==> src/rtl/serial_reg_port_pkg.sv <==
package serial_reg_port_pkg;
  typedef struct packed {
    logic load;     // frame opened: take the read word
    logic capture;  // active edge: sample din
    logic commit;   // final bit sampled: write the register
    logic advance;  // idle edge: present the next output bit
    logic drive;    // frame in progress
  } strobeT;

  localparam logic [1:0] ADDR_CTRL = 2'b11;
  localparam logic [1:0] ADDR_CAL  = 2'b01;
  localparam logic [1:0] SEL_RESULT = 2'b00;
  localparam logic [1:0] SEL_STATUS = 2'b11;
  localparam logic [1:0] SEL_CAL    = 2'b10;
endpackage

==> src/rtl/serial_reg_port_ctrl.sv <==
module serial_reg_port_ctrl
  import serial_reg_port_pkg::*;
#(
  parameter int FRAME_W = 16
) (
  input  logic   clk,
  input  logic   rstN,
  input  logic   sclk,
  input  logic   syncN,
  input  logic   polarity,
  output strobeT strobe
);
  localparam int CNT_W = $clog2(FRAME_W + 1);
  localparam logic [CNT_W-1:0] LAST = CNT_W'(FRAME_W - 1);
  localparam logic [CNT_W-1:0] FULL = CNT_W'(FRAME_W);

  logic sclkPrev;
  logic syncPrev;
  logic [CNT_W-1:0] bitCnt;
  logic riseEdge, fallEdge, activeEdge, idleEdge, frameStart, inFrame;

  assign riseEdge   = sclk & ~sclkPrev;
  assign fallEdge   = ~sclk & sclkPrev;
  assign activeEdge = polarity ? riseEdge : fallEdge;
  assign idleEdge   = polarity ? fallEdge : riseEdge;
  assign inFrame    = ~syncN;
  assign frameStart = ~syncN & syncPrev;

  always_ff @(posedge clk) begin
    if (!rstN) begin
      sclkPrev <= 1'b0;
      syncPrev <= 1'b1;
      bitCnt   <= '0;
    end else begin
      sclkPrev <= sclk;
      syncPrev <= syncN;
      if (!inFrame || frameStart)
        bitCnt <= '0;
      else if (activeEdge && bitCnt < FULL)
        bitCnt <= bitCnt + 1'b1;
    end
  end

  always_comb begin
    strobe.drive   = inFrame;
    strobe.load    = frameStart;
    strobe.capture = inFrame & ~frameStart & activeEdge & (bitCnt < FULL);
    strobe.commit  = strobe.capture & (bitCnt == LAST);
    strobe.advance = inFrame & ~frameStart & idleEdge & (bitCnt != '0) & (bitCnt < FULL);
  end
endmodule

==> src/rtl/serial_reg_port_data.sv <==
module serial_reg_port_data
  import serial_reg_port_pkg::*;
#(
  parameter int FRAME_W = 16,
  parameter int RES_W   = 12
) (
  input  logic               clk,
  input  logic               rstN,
  input  strobeT             strobe,
  input  logic               din,
  input  logic               bipolar,
  input  logic [RES_W-1:0]   convResult,
  input  logic [FRAME_W-1:0] statusWord,
  output logic               dout,
  output logic [FRAME_W-3:0] ctrlOut,
  output logic [FRAME_W-3:0] calOut
);
  localparam int DATA_W = FRAME_W - 2;
  localparam int RES_PAD = FRAME_W - RES_W;

  logic [FRAME_W-1:0] rxShift;
  logic [FRAME_W-1:0] txShift;
  logic [FRAME_W-1:0] fullFrame;
  logic [FRAME_W-1:0] readWord;
  logic [RES_W-1:0]   codedResult;
  logic [1:0]         readSel;

  assign fullFrame   = {rxShift[FRAME_W-2:0], din};
  assign readSel     = ctrlOut[7:6];
  assign codedResult = bipolar ? {~convResult[RES_W-1], convResult[RES_W-2:0]} : convResult;

  always_comb begin
    case (readSel)
      SEL_RESULT: readWord = {{RES_PAD{1'b0}}, codedResult};
      SEL_STATUS: readWord = statusWord;
      SEL_CAL:    readWord = {2'b00, calOut};
      default:    readWord = '0;
    endcase
  end

  always_ff @(posedge clk) begin
    if (!rstN) begin
      rxShift <= '0;
      txShift <= '0;
      ctrlOut <= '0;
      calOut  <= '0;
    end else begin
      if (strobe.capture) rxShift <= fullFrame;
      if (strobe.load)
        txShift <= readWord;
      else if (strobe.advance)
        txShift <= {txShift[FRAME_W-2:0], 1'b0};
      if (strobe.commit) begin
        if (fullFrame[FRAME_W-1 -: 2] == ADDR_CTRL) ctrlOut <= fullFrame[DATA_W-1:0];
        if (fullFrame[FRAME_W-1 -: 2] == ADDR_CAL)  calOut  <= fullFrame[DATA_W-1:0];
      end
    end
  end

  assign dout = strobe.drive & txShift[FRAME_W-1];
endmodule

==> src/rtl/serial_reg_port.sv <==
module serial_reg_port
  import serial_reg_port_pkg::*;
#(
  parameter int FRAME_W = 16,
  parameter int RES_W   = 12
) (
  input  logic               clk,
  input  logic               rstN,
  input  logic               sclk,
  input  logic               syncN,
  input  logic               din,
  input  logic               polarity,
  input  logic               bipolar,
  input  logic [RES_W-1:0]   convResult,
  input  logic [FRAME_W-1:0] statusWord,
  output logic               dout,
  output logic [FRAME_W-3:0] ctrlOut,
  output logic [FRAME_W-3:0] calOut
);
  strobeT strobe;

  serial_reg_port_ctrl #(.FRAME_W(FRAME_W)) uCtrl (
    .clk(clk), .rstN(rstN), .sclk(sclk), .syncN(syncN),
    .polarity(polarity), .strobe(strobe)
  );

  serial_reg_port_data #(.FRAME_W(FRAME_W), .RES_W(RES_W)) uData (
    .clk(clk), .rstN(rstN), .strobe(strobe), .din(din), .bipolar(bipolar),
    .convResult(convResult), .statusWord(statusWord), .dout(dout),
    .ctrlOut(ctrlOut), .calOut(calOut)
  );
endmodule

==> config.mk <==
export PLATFORM = sky130hd
export DESIGN_NAME = serial_reg_port
export DESIGN_NICKNAME = d
export VERILOG_FILES = /design/src/rtl/serial_reg_port_pkg.sv /design/src/rtl/serial_reg_port_ctrl.sv /design/src/rtl/serial_reg_port_data.sv /design/src/rtl/serial_reg_port.sv
export SDC_FILE = /design/constraint.sdc
export NUM_CORES = 1
export LEC_CHECK = 0
export BUFFER_PORTS_ARGS = -buffer_cell sky130_fd_sc_hd__buf_2
export CAP_MARGIN = 10
export CORE_ASPECT_RATIO = 1.4
export CORE_MARGIN = 5
export CORE_UTILIZATION = 40
export CTS_CLUSTER_SIZE = 8
export DETAILED_ROUTE_END_ITERATION = 10
export PLACE_DENSITY = 0.73
export SETUP_SLACK_MARGIN = 0.3
export SLEW_MARGIN = 15
export SYNTH_ARGS = -nofsm -noshare
export SYNTH_HDL_FRONTEND = slang
export SYNTH_HIERARCHICAL = 1
export SYNTH_SLANG_ARGS = --single-unit
==> constraint.sdc <==
create_clock -name clk -period 3.7 [get_ports clk]
set_input_delay 0.185 -clock clk [delete_from_list [all_inputs] [get_ports clk]]
set_output_delay 0.185 -clock clk [all_outputs]
set_load 0.1 [all_outputs]
Yosys cells after proc, flatten, opt, wreduce, memory -nomap -nowiden --
Cells that the tools add are included.
Word-level totals: latch bits 0, logic and storage cells 45, RAM bits 0, output and inout bits 29, register bits 66, ROM bits 0, memories 0, input bits 35
Operators by class: equality and inequality tests 5, $mul 0, bitwise operators 17, add/subtract/negate cells 1, divide/modulo/power cells 0, mux-type cells 6, reductions and logical operators 8, shift operators 0, magnitude comparators 1
Operators with widths (count):
- case mux 16 bit (3 select lines) | 1
- two-way mux 16 bit | 2
- two-way mux 12 bit | 1
- bitwise AND 1 bit | 11
- == test 2 bit (second input constant) | 3
- inverter 1 bit | 6
- adder 5 x 1 -> 5 bit (second input constant) | 1
- == test 5 x 4 -> 1 bit (second input constant) | 1
- less-than comparator 5 bit (second input constant) | 1
- nonzero test 5 bit | 1
- AND reduction 2 bit | 2
- == test 2 x 1 -> 1 bit (second input constant) | 1
- zero test 2 bit | 1
- two-way mux 1 bit | 2
- nonzero test 2 bit | 1
- OR reduction 2 bit | 1
- logical AND 1 bit | 1
- logical OR 1 bit | 1

Logic depth before layout (Yosys ltp) --
depth in word-level cells 9, gate-level depth with buffers 9, mapped depth without buffers 7

Modules after synthesis --
The synthesis kept the hierarchy.
Modules (own cells, without submodules):
- serial_reg_port_data | seq. area each 1181.1 sq um, cells an instance 292, instances 1, area each 2688.8 sq um
- serial_reg_port_ctrl | seq. area each 140.1 sq um, cells an instance 55, instances 1, area each 476.7 sq um

Least setup slack after synthesis --
No wires, ideal clock.
kind reg-to-reg, from register uData.ctrlOut[6], to register uData.txShift[10], setup slack 1868 ps, arrival time 1758 ps, library setup time 74 ps, stages on the path, launching flop included 6, period minus slack after synthesis 1832 ps, path buffers 2, required time 3626 ps, cells stage by stage dfxtp_1 -> buf_2 -> and2_4 -> buf_2 -> nand2_1 -> a31oi_1
On the way: longest elaborated chain between the ends 3, elaborated cells on any way between the ends 5, classes of those cells 2 x eq/ne; 2 x mux; 1 x reduce/logical
Ends and longest elaborated chain:
- from (decl) | line serial_reg_port_data.sv:15 | output logic [FRAME_W-3:0] ctrlOut,
- from (signal assigned) | line serial_reg_port_data.sv:54 | if (fullFrame[FRAME_W-1 -: 2] == ADDR_CTRL) ctrlOut <= fullFrame[DATA_W-1:0];
- == test 2 bit / zero test 2 bit (equally long branches) | line serial_reg_port_data.sv:33 | case (readSel)
- case mux 16 bit (3 select lines) (*) | line serial_reg_port_data.sv:33
- two-way mux 16 bit (*) | line serial_reg_port_data.sv:49 | if (strobe.load)
- to (signal assigned) | line serial_reg_port_data.sv:50 | txShift <= readWord;
- to (signal assigned) | line serial_reg_port_data.sv:52 | txShift <= {txShift[FRAME_W-2:0], 1'b0};
- to (decl) | line serial_reg_port_data.sv:22 | logic [FRAME_W-1:0] txShift;
Mark *: on every way between the ends. The rest lies on a longest branch, timed or not. A chain may end at the register's enable or synchronous reset.

==> flow_summary.yaml <==
run:
  maxCapViolations: 0
worst_setup_path:
  worstRegToRegCells: 6
  r2r_start: "uCtrl/sclkPrev$_SDFF_PN0_"
  cpPeakStageDelay_ps: 530
  critPathRequiredTime_ps: 3960
  rr_endpoint: "uData/ctrlOut[12]$_SDFFE_PN0P_"
  ff2ff_setup_slack_ps: 1540
  worst-setup-path-type: "flop to flop"
  critPathLaunchType: "flop"
  path_max_fanout: 14
  crit_slowest_cell: "and3_1"
  crit_arrival_ps: 2430
  critical_path.cell_chain: "or3b_1 > and2_1 > and3b_1 > and3_1 > nand2_1 > a21boi_0"
  worst_setup_path_end_kind: "flop"
clock_tree:
  clockRootBuffer: "clkbuf_8"
  cts_resized: 0
  clk_pin_slew_ps: 70
  clk_latency_ps: 340
  htreeDepth: 3
  cts_max_path_buffers: 2
  clock-sinks: 66
  cts_setup_buffers: 0
  cts_tree: "done"
  numCtsBuffers: 9
  hold_buffers: 0
power:
  power_per_cell_area_mw_per_mm2: 390.5
  p_total_mw: 1.424
  peakVddDrop_mv: 0.2087
  leakagePower_nw: 1.360
route:
  viasPerCell: 4.978
  drt-pass1-iter-count: 4
  drcViolationCount: 0
  drt-wirelength-per-cell_um: 13.92
  antenna_left: 0
  drt_iter0_drc: 117
  routed_wl_mm: 6.988
  vias: 2499
global_route:
  grt_first_pass_wirelength_mm: 11.44
  grt_usage_pct: 14.64
  grt-ovfl-total: 0
  grt_max_degree: 63
  grt_util_met1_pct: 16.19
  busiest_layer: "met2"
  antenna_found_initial: 0
  grt_pass1_vias: 2521
  grtUsageMet3_pct: 3.369
  gr-usage-met2_pct: 26.45
hold_path:
  worstHoldStart: "statusWord[5]"
  hold_path_class: "primary input to flop"
  min_to: "uData/txShift[5]$_SDFFE_PN0P_"
  hold_path_depth: 3
finish:
  postLayoutCoreUtil_pct: 47.06
  layout-drive-gt1-share_pct: 24.13
  area_delta_synth_final_pct: 15.22
  n_antenna_cell: 0
  fin_area_mm2: 0.003647
  nets: 435
  nFillCells: 767
place:
  dp_hpwl_mm: 5.052
  dpl_cell_area_mm2: 0.003443
  port_buffers: 63
  place_congestion: 0.7939
yosys:
  postSynthCellCount: 347
  synthTopCellsByCount: "nand2_1 (71), dfxtp_1 (66), mux2i_1 (36)"
  yosysWarningCount: 6
  yosys.area.top_type_share_pct: 41.74
  synth_area_mm2: 0.003166
  synth_most_common_cell: "nand2_1"
  avgSynthCellArea_um2: 9.123
  ys.flop_type: "dfxtp_1"
  ys_top_cells_by_area: "dfxtp_1 (42%), mux2i_1 (11%), nand2_1 (8.4%), a21boi_0 (5.0%), mux2_2 (3.6%)"
  synth_area_leader_cell: "dfxtp_1"
  synth-seq-cells: 66
  synth_edf_count: 0
  yosysUniqueCellTypes: 44
  synth_fp_nets: 385
  seq_area_frac_synth_pct: 41.74
  async_reset_ff_share_pct: 0
timing:
  skew_ps: 7.419
  hold_viol_final: 0
  rsz0062_at_grt: "false"
  setup-tns-final_ps: 0
  slew_violations: 0
  max-slew-margin-rel_pct: 41.72
  fmaxAchievable_mhz: 462.5
  tightest_slew_ps: 874.3
  setup_viol: 0
  period_share_pct: 58.44
  period_minus_slack_ps: 2162
  whs_ps: 105.8
floorplan:
  die_x_um: 85.19
  std_cell_rows: 38
  die-area_mm2: 0.009818
  initial_utilization_pct: 40.85
  core_area_mm2: 0.007750
  io_pins: 64
  fp.dieH_um: 115.3
outcome:
  outcome: "finished clean"
## per-stage QoR
stage	worst slack, ps	std cells
after CTS	1537	502
after global placement	1617	486
after detailed placement	1556	486
after floorplan	1868	347
final	1538	502
after global routing	1300	502
## power by group
group / leakage, nW / total [mW] / internal (mW) / switching, mW
logic: 0.731 / 0.0837 / 0.0443 / 0.0395
registers: 0.535 / 0.727 / 0.721 / 0.00585
clock network: 0.0945 / 0.614 / 0.329 / 0.285
## placed cells by master, fill, tap and decap left out, drive strengths merged, types with 11 or more instances in the layout
cell    instances
or2            11
o21ai          13
dfxtp          66
nand2          71
mux2i          36
a21boi         28
nor2b          17
buf            65
## worst max-delay path: cells and delay by family, from the launching register on
family / cells / cell delay [ps]
AND/OR/NAND/NOR: 5 / 1490
flip-flops: 1 / 430
AO/OA/AOI/OAI: 1 / 160
## sequential cells by signal (all words and copies together), names as in the netlist
name            count
uData/rxShift      15
uCtrl/syncPrev      1
uCtrl/sclkPrev      1
uCtrl/bitCnt        5
uData/calOut       14
uData/txShift      16
uData/ctrlOut      14
## cells by family after synthesis
kind of cell | Yosys count | share of synthesized area (%)
simple gates | 136 | 21.94
flops | 66 | 41.74
compound gates | 65 | 13.83
mux | 46 | 14.94
buf+inv | 30 | 6.087
fa+ha+maj | 3 | 1.186
xor+xnor | 1 | 0.2767
## worst max-delay path by stage
stage                                   from                             end  slack, ps
6_report           uCtrl/sclkPrev$_SDFF_PN0_  uData/ctrlOut[12]$_SDFFE_PN0P_       1540
2_1_floorplan  uData/ctrlOut[6]$_SDFFE_PN0P_  uData/txShift[10]$_SDFFE_PN0P_       1870
4_1_cts            uCtrl/sclkPrev$_SDFF_PN0_  uData/ctrlOut[12]$_SDFFE_PN0P_       1540
3_5_place_dp       uCtrl/sclkPrev$_SDFF_PN0_  uData/ctrlOut[12]$_SDFFE_PN0P_       1560
5_1_grt            uCtrl/sclkPrev$_SDFF_PN0_  uData/ctrlOut[12]$_SDFFE_PN0P_       1300
3_3_place_gp       uCtrl/sclkPrev$_SDFF_PN0_   uData/ctrlOut[5]$_SDFFE_PN0P_       1620
## cell type report
| class | count | area (um^2) | share of cell area, % |
|---|---|---|---|
| Sequential cell | 66 | 1321 | 36.23 |
| Clock buffer | 10 | 137.6 | 3.774 |
| Inverter | 4 | 15.01 | 0.4117 |
| Clock inverter | 6 | 66.31 | 1.818 |
| Timing Repair Buffer | 65 | 330.3 | 9.057 |
| Tap cell | 100 | 125.1 | 3.431 |
| Multi-Input combinational cell | 251 | 1652 | 45.28 |
## layer usage
layer,up-vias,routed length (um)
met5,-,0
met4,0,144
met3,13,220
met2,44,3582
met1,1162,3041
li1,1280,-
(Power assumes the default switching activity.)
